`config.mk`:
```
export PLATFORM = sky130hd
export DESIGN_NAME = tnt_opdp
export DESIGN_NICKNAME = d
export VERILOG_FILES = /design/src/rtl/tnt_pkg.sv /design/src/rtl/tnt_bitwise_unit.sv /design/src/rtl/tnt_mux_unit.sv /design/src/rtl/tnt_add_unit.sv /design/src/rtl/tnt_opdp.sv
export SDC_FILE = /design/constraint.sdc
export NUM_CORES = 1
export LEC_CHECK = 0
export ABC_AREA = 1
export BUFFER_PORTS_ARGS = -buffer_cell sky130_fd_sc_hd__buf_4
export CAP_MARGIN = 20
export CORE_ASPECT_RATIO = 0.5
export CORE_MARGIN = 4
export CORE_UTILIZATION = 40
export DETAILED_ROUTE_END_ITERATION = 12
export PLACE_DENSITY = 0.64
export SLEW_MARGIN = 20
export SYNTH_ARGS = -nofsm -noshare
export SYNTH_HDL_FRONTEND = slang
export SYNTH_SLANG_ARGS = --single-unit
```
`constraint.sdc`:
```
create_clock -name vclk -period 2.85
set_input_delay 0.57 -clock vclk [all_inputs]
set_output_delay 0.57 -clock vclk [all_outputs]
set_load 0.05 [all_outputs]
```
`src/rtl/tnt_pkg.sv`:
```
package tnt_pkg;
  localparam int OP_BITS = 3;

  typedef enum logic [OP_BITS-1:0] {
    OP_AND = 3'd0,
    OP_OR  = 3'd1,
    OP_XOR = 3'd2,
    OP_MUX = 3'd3,
    OP_ADD = 3'd4
  } tnt_op_e;
endpackage

```
`src/rtl/tnt_bitwise_unit.sv`:
```
module tnt_bitwise_unit #(
  parameter int W = 16
) (
  input  logic [W-1:0] a,
  input  logic [W-1:0] a_t,
  input  logic [W-1:0] b,
  input  logic [W-1:0] b_t,
  output logic [W-1:0] and_d,
  output logic [W-1:0] and_tc,
  output logic [W-1:0] and_tp,
  output logic [W-1:0] or_d,
  output logic [W-1:0] or_tc,
  output logic [W-1:0] or_tp,
  output logic [W-1:0] xor_d,
  output logic [W-1:0] xor_t
);
  // A trusted controlling value on either side decides the bit alone.
  function automatic logic [W-1:0] and_precise(input logic [W-1:0] x, xt, y, yt);
    logic [W-1:0] x_kills, y_kills;
    x_kills = ~x & ~xt;
    y_kills = ~y & ~yt;
    return (xt | yt) & ~x_kills & ~y_kills;
  endfunction

  function automatic logic [W-1:0] or_precise(input logic [W-1:0] x, xt, y, yt);
    logic [W-1:0] x_forces, y_forces;
    x_forces = x & ~xt;
    y_forces = y & ~yt;
    return (xt | yt) & ~x_forces & ~y_forces;
  endfunction

  logic [W-1:0] any_t;
  assign any_t  = a_t | b_t;

  assign and_d  = a & b;
  assign or_d   = a | b;
  assign xor_d  = a ^ b;
  assign and_tc = any_t;
  assign or_tc  = any_t;
  assign xor_t  = any_t;
  assign and_tp = and_precise(a, a_t, b, b_t);
  assign or_tp  = or_precise(a, a_t, b, b_t);

  always_comb begin
    for (int i = 0; i < W; i++) begin
      if ((!a[i] && !a_t[i]) || (!b[i] && !b_t[i])) begin
        AST_AND_TRUSTED_ZERO: assert (!and_tp[i] && !and_d[i]) else $error("and mask");
      end
      if ((a[i] && !a_t[i]) || (b[i] && !b_t[i])) begin
        AST_OR_TRUSTED_ONE: assert (!or_tp[i] && or_d[i]) else $error("or force");
      end
    end
    AST_BITWISE_SUBSET: assert (((and_tp & ~and_tc) | (or_tp & ~or_tc)) == '0) else $error("subset");
  end
endmodule

```
`src/rtl/tnt_mux_unit.sv`:
```
module tnt_mux_unit #(
  parameter int W = 16
) (
  input  logic [W-1:0] a,
  input  logic [W-1:0] a_t,
  input  logic [W-1:0] b,
  input  logic [W-1:0] b_t,
  input  logic         sel,
  input  logic         sel_t,
  output logic [W-1:0] d,
  output logic [W-1:0] tc,
  output logic [W-1:0] tp
);
  assign d  = sel ? b : a;
  assign tc = {W{sel_t}} | a_t | b_t;
  assign tp = sel ? b_t : a_t;

  always_comb begin
    if ((a_t | b_t) == '0) begin
      AST_MUX_CLEAN_DATA: assert (tp == '0) else $error("mux clean data");
    end
    if (sel_t) begin
      AST_MUX_SEL_TAINTS: assert (&tc) else $error("mux conservative sel");
    end
    AST_MUX_SUBSET: assert ((tp & ~tc) == '0) else $error("mux subset");
  end
endmodule

```
`src/rtl/tnt_add_unit.sv`:
```
module tnt_add_unit #(
  parameter int W = 16
) (
  input  logic [W-1:0] a,
  input  logic [W-1:0] a_t,
  input  logic [W-1:0] b,
  input  logic [W-1:0] b_t,
  output logic [W-1:0] d,
  output logic [W-1:0] tc,
  output logic [W-1:0] tp
);
  function automatic logic [W-1:0] wrap_sum(input logic [W-1:0] x, y);
    return x + y;
  endfunction

  logic [W-1:0] col_t;
  logic         any_t;

  assign col_t = a_t | b_t;
  assign any_t = |col_t;
  assign d     = wrap_sum(a, b);
  assign tc    = {W{any_t}};

  // A tainted column can reach every higher sum bit through the carry chain.
  assign tp[0] = col_t[0];
  for (genvar i = 1; i < W; i++) begin : g_prefix
    assign tp[i] = tp[i-1] | col_t[i];
  end

  always_comb begin
    AST_ADD_TOP_BIT: assert (tp[W-1] == any_t) else $error("add top bit");
    for (int i = 0; i + 1 < W; i++) begin
      AST_ADD_MONOTONE: assert (!tp[i] || tp[i+1]) else $error("add monotone");
    end
    AST_ADD_SUBSET: assert ((tp & ~tc) == '0) else $error("add subset");
  end
endmodule

```
`src/rtl/tnt_opdp.sv`:
```
module tnt_opdp
  import tnt_pkg::*;
#(
  parameter int W = 16
) (
  input  logic [W-1:0]       op_a,
  input  logic [W-1:0]       op_a_taint,
  input  logic [W-1:0]       op_b,
  input  logic [W-1:0]       op_b_taint,
  input  logic               sel,
  input  logic               sel_taint,
  input  logic [OP_BITS-1:0] opcode,
  input  logic               precise,
  output logic [W-1:0]       res,
  output logic [W-1:0]       res_taint
);
  logic [W-1:0] and_d, and_tc, and_tp, or_d, or_tc, or_tp, xor_d, xor_t;
  logic [W-1:0] mux_d, mux_tc, mux_tp, add_d, add_tc, add_tp;
  logic         op_known;
  logic         inputs_clean;

  tnt_bitwise_unit #(.W(W)) u_bitwise (
    .a(op_a), .a_t(op_a_taint), .b(op_b), .b_t(op_b_taint),
    .and_d(and_d), .and_tc(and_tc), .and_tp(and_tp),
    .or_d(or_d), .or_tc(or_tc), .or_tp(or_tp),
    .xor_d(xor_d), .xor_t(xor_t)
  );

  tnt_mux_unit #(.W(W)) u_mux (
    .a(op_a), .a_t(op_a_taint), .b(op_b), .b_t(op_b_taint),
    .sel(sel), .sel_t(sel_taint),
    .d(mux_d), .tc(mux_tc), .tp(mux_tp)
  );

  tnt_add_unit #(.W(W)) u_add (
    .a(op_a), .a_t(op_a_taint), .b(op_b), .b_t(op_b_taint),
    .d(add_d), .tc(add_tc), .tp(add_tp)
  );

  assign inputs_clean = ((op_a_taint | op_b_taint) == '0) && !sel_taint;

  always_comb begin
    res       = '0;
    res_taint = '0;
    op_known  = 1'b1;
    case (tnt_op_e'(opcode))
      OP_AND: begin res = and_d; res_taint = precise ? and_tp : and_tc; end
      OP_OR:  begin res = or_d;  res_taint = precise ? or_tp  : or_tc;  end
      OP_XOR: begin res = xor_d; res_taint = xor_t;                     end
      OP_MUX: begin res = mux_d; res_taint = precise ? mux_tp : mux_tc; end
      OP_ADD: begin res = add_d; res_taint = precise ? add_tp : add_tc; end
      default: op_known = 1'b0;
    endcase
  end

  always_comb begin
    if (!op_known) begin
      AST_UNUSED_OP_ZERO: assert (res == '0 && res_taint == '0) else $error("unused op");
    end
    if (inputs_clean) begin
      AST_CLEAN_IN_CLEAN_OUT: assert (res_taint == '0) else $error("clean inputs");
    end
  end
endmodule

```
-- Word level (Yosys, flattened, before mapping)
Cells that the tools add are included.
Widths: inputs -> output; s select.
- bits in registers: 0
- input port bits: 70
- add/subtract/negate cells: 1
- eq/ne operators: 4
- mux-type cells: 8
- bitwise logic cells: 37
- reduce and logical (&&, ||, !) cells: 2
- operator list (kind ; number):
    $pmux 16 s5 ; 2
    $and 16x16->16 ; 9
    $not 16->16 ; 8
    $mux 16 ; 6
    $or 16x16->16 ; 4
    $add 16x16->16 ; 1
    $reduce_or 16->1 ; 1
    $xor 16x16->16 ; 1
    $or 1x1->1 ; 15
    $eq 3x2->1 const B ; 2
    $eq 3x1->1 const B ; 1
    $eq 3x3->1 const B ; 1
    $logic_not 3->1 ; 1

-- Longest topological paths before layout
- word-level depth: 18
- gate-level depth with buffers: 12
- depth with buffers taken out: 12

-- Cells and area by module
A second synthesis with hierarchy kept.
- cells, all modules: 1211
- area, all modules: 5751.8 um2
- modules (own cells, without submodules) (module ; instances ; cells each ; area an instance (um2) ; seq. area each (um2)):
    tnt_opdp ; 1 ; 551 ; 2228.4 ; 0.0
    tnt_bitwise_unit ; 1 ; 272 ; 1561.5 ; 0.0
    tnt_add_unit ; 1 ; 248 ; 1320.0 ; 0.0
    tnt_mux_unit ; 1 ; 140 ; 641.9 ; 0.0

-- Worst setup path before layout
OpenSTA, ideal clock, no wires.
- path kind: input port to output port
- start point: input op_a[0]
- end point: output res[8]
- arrival time: 2.373 ns
- slack: -0.093 ns
- cell stages on the path: 9
- path through: ha_1 fa_1 nand3_1 nand2_1 nand2_1 nand2_1 nand3_1 a21oi_1 o21ai_1
- cells in the longest elaborated chain, start to end: 2
- ends and longest elaborated chain (item ; line ; RTL):
    from (decl) ; tnt_opdp.sv:6 ; input logic [W-1:0] op_a,
    $add 16x16->16 ; tnt_add_unit.sv:13 ; return x + y;
    $pmux 16 s5 ; tnt_opdp.sv:46 ; case (tnt_op_e'(opcode))
    to (decl) ; tnt_opdp.sv:14 ; output logic [W-1:0] res,
No other way between the ends.

-- Worst setup path after layout
- start point: input op_a[0]
- end point: output res[12]
The elaborated chain is that of the path after synthesis.

==> flow_metrics.py <==
metrics = {
    "timing": {
        "worst_pin_slew_ns": 0.5904,
        "finalSetupViolations": 0,
        "period_needed_ns": 2.757,
        "max_freq_mhz": 362.8,
        "drv_slew": 0,
        "layout_setup_ws_ns": 0.09346,
        "hold_violations": 0,
        "finalCritPeriodShare_pct": 96.72,
        "hold_ws_ns": 1.587,
        "relSlewSlack_pct": 60.60,
    },
    "critical_path": {
        "critPathMaxFanout": 3,
        "crit_required_ns": 2.28,
        "crit_type": "in2out",
        "critPathArrivalTime_ns": 2.19,
        "critPathLaunchType": "primary input",
        "end_kind": "primary output",
    },
    "cts": {
        "postCtsHoldBufs": 0,
    },
    "pwr": {
        "comb_power_share_pct": 100.0,
        "switching_power_uw": 644.4,
        "p_clk_share_pct": 0,
        "internal-power_uw": 369.1,
        "pwr_density_cell_nw_per_um2": 216.1,
        "power_frac_seq_pct": 0,
        "p_leak_uw": 0.002292,
        "vdd_drop_max_uv": 108.0,
        "swShare_pct": 63.58,
    },
    "hold_path": {
        "whs_path_depth": 4,
        "hp-start": "op_a_taint[4]",
        "hp-class": "in2out",
        "holdPathEnd": "res_taint[4]",
    },
    "yosys": {
        "syn_area_um2": 3422,
        "avgSynthCellArea_um2": 5.062,
        "synth_common_cells": "nand2_1, nor2_1, o21ai_0",
        "ys_seq_area_share_pct": 0,
        "syn-num-nets": 779,
        "yosysMostFrequentCell": "nand2_1",
        "synth_cell_types": 33,
        "yosys.area.top_type": "nand2_1",
        "synth_area_leaders": "nand2_1, ha_1, o21ai_0",
        "syn_inst": 676,
        "synth_warnings": 0,
        "synth_top_area_share_pct": 21.06,
    },
    "cells_and_area": {
        "nFillCells": 891,
        "multi_input_area_um2": 3174,
        "drive_gt1_share_pct": 24.97,
        "num-clock-buffers": 0,
        "numSequentialCells": 0,
        "seqCellArea_um2": 0,
        "antenna_cells": 0,
        "syn2layout_area_growth_pct": 37.07,
        "final_cell_area_um2": 4691,
        "fin_nets": 894,
        "post-route-util_pct": 57.39,
    },
    "routing": {
        "ant_nets": 0,
        "dr.pass1.iters": 5,
        "totalWireLength_um": 13540,
        "vias": 4994,
        "drcViolationCount": 0,
        "avgViaCountPerCell": 5.543,
        "wl_per_cell_um": 15.03,
        "drt_iter0_markers": 359,
    },
    "global_routing": {
        "grt_overflow_total": 0,
        "antenna_found_initial": 0,
        "grt_pass1_wl_um": 21720,
        "grt_max_degree": 32,
        "track_usage_pct": 25.18,
        "first_global_vias": 4436,
    },
    "floorplan": {
        "io_pins": 102,
        "die_w_um": 138.8,
        "start_util_pct": 41.87,
        "rows": 23,
        "die_y_um": 73.41,
        "core_um2": 8173,
        "die_area_um2": 10190,
    },
    "placed_design": {
        "post_dp_cell_area_um2": 4531,
        "gp_congestion": 0.9398,
        "post-place-ws_ns": 0.003897,
        "hpwl_um": 10540,
        "port_buffers": 102,
    },
    "run": {
        "maxCapViolCount": 0,
    },
    "run_status": {
        "status": "finished, final reports clean",
    },
}
-- per-stage QoR --
stage          std cells  power [uW]  setup TNS, ns
6_report             901        1013              0
5_1_grt              901        1101       -0.01580
4_1_cts              900       970.1              0
3_5_place_dp         900       964.8              0
2_1_floorplan        676       595.0              0
3_3_place_gp         900       960.0              0
-- power groups by stage --
stage	Clock [uW]	Combinational (uW)	Sequential (uW)
2_1_floorplan	0	595	0
3_3_place_gp	0	960	0
3_5_place_dp	0	965	0
4_1_cts	0	970	0
5_1_grt	0	1100	0
6_report	0	1010	0
-- routing by layer --
layer,track usage [%],wire [um],share of wire [%],vias to the layer above
met2,42.83,6040,45,204
li1,-,-,-,2510
met5,0,0,0,-
met3,2.601,1193,8.8,6
met1,36.27,6269,46,2274
met4,1.627,37,0.27,0
-- cell families (layout without fill, tap and decap cells) --
logic type | count (synthesis) | after routing | share of synthesized area [%]
AOI/OAI and AO/OA | 193 | 193 | 32.76
and+or+nand+nor | 349 | 349 | 43.07
xor gates and xnor gates | 1 | 1 | 0.2560
buffers and inverters | 100 | 213 | 11.63
adders and majority gates | 33 | 33 | 12.29
-- worst max-delay path by stage --
stage | depth (start not counted) | from | endpoint | slack [ns]
after floorplan | 7 | op_a[2] | res[3] | 0.13
after global placement | 12 | op_b[7] | res[10] | 0.01
after detailed placement | 12 | op_b[7] | res[10] | 0.004
after CTS | 12 | op_b[7] | res[10] | 0.003
after global routing | 11 | op_a[0] | res[6] | -0.02
final | 11 | op_a[0] | res[12] | 0.09
-- placed cells by master, fill, tap and decap left out, drive strengths merged, types with 2 or more instances in the layout --
| cell | Yosys | routed |
|---|---|---|
| a21oi | 62 | 62 |
| a221oi | 13 | 13 |
| a32oi | 2 | 2 |
| buf | 18 | 141 |
| ha | 32 | 32 |
| inv | 72 | 72 |
| nand2 | 196 | 196 |
| nand3 | 50 | 50 |
| nand4 | 10 | 10 |
| nor2 | 88 | 88 |
| nor3 | 3 | 3 |
| o211ai | 5 | 5 |
| o21a | 12 | 12 |
| o21ai | 84 | 84 |
| o221ai | 2 | 2 |
| o22ai | 4 | 4 |
| o311ai | 7 | 7 |
-- cell type report --
type	instances	share of cell area [%]
inverters	72	5.762
multi-input cells	576	67.67
well taps	112	2.987
repair buffers	141	23.58
-- worst max-delay path: stages --
cell and delay, ns:
buf_4 0.12, ha_1 0.23, fa_2 0.36, nand3_1 0.07
nand2_1 0.12, nand3_1 0.12, nand3_1 0.12, a21oi_1 0.14
o21ai_0 0.09, nand2_1 0.08, buf_6 0.16
-- what timing repair did --
item,4_1_cts,5_1_grt
gates resized for setup,1,34
endpoints found under the setup margin,1,19
buffers inserted,0,1
pin swaps,0,2
gates cloned,0,0
(Power assumes the default switching activity.)
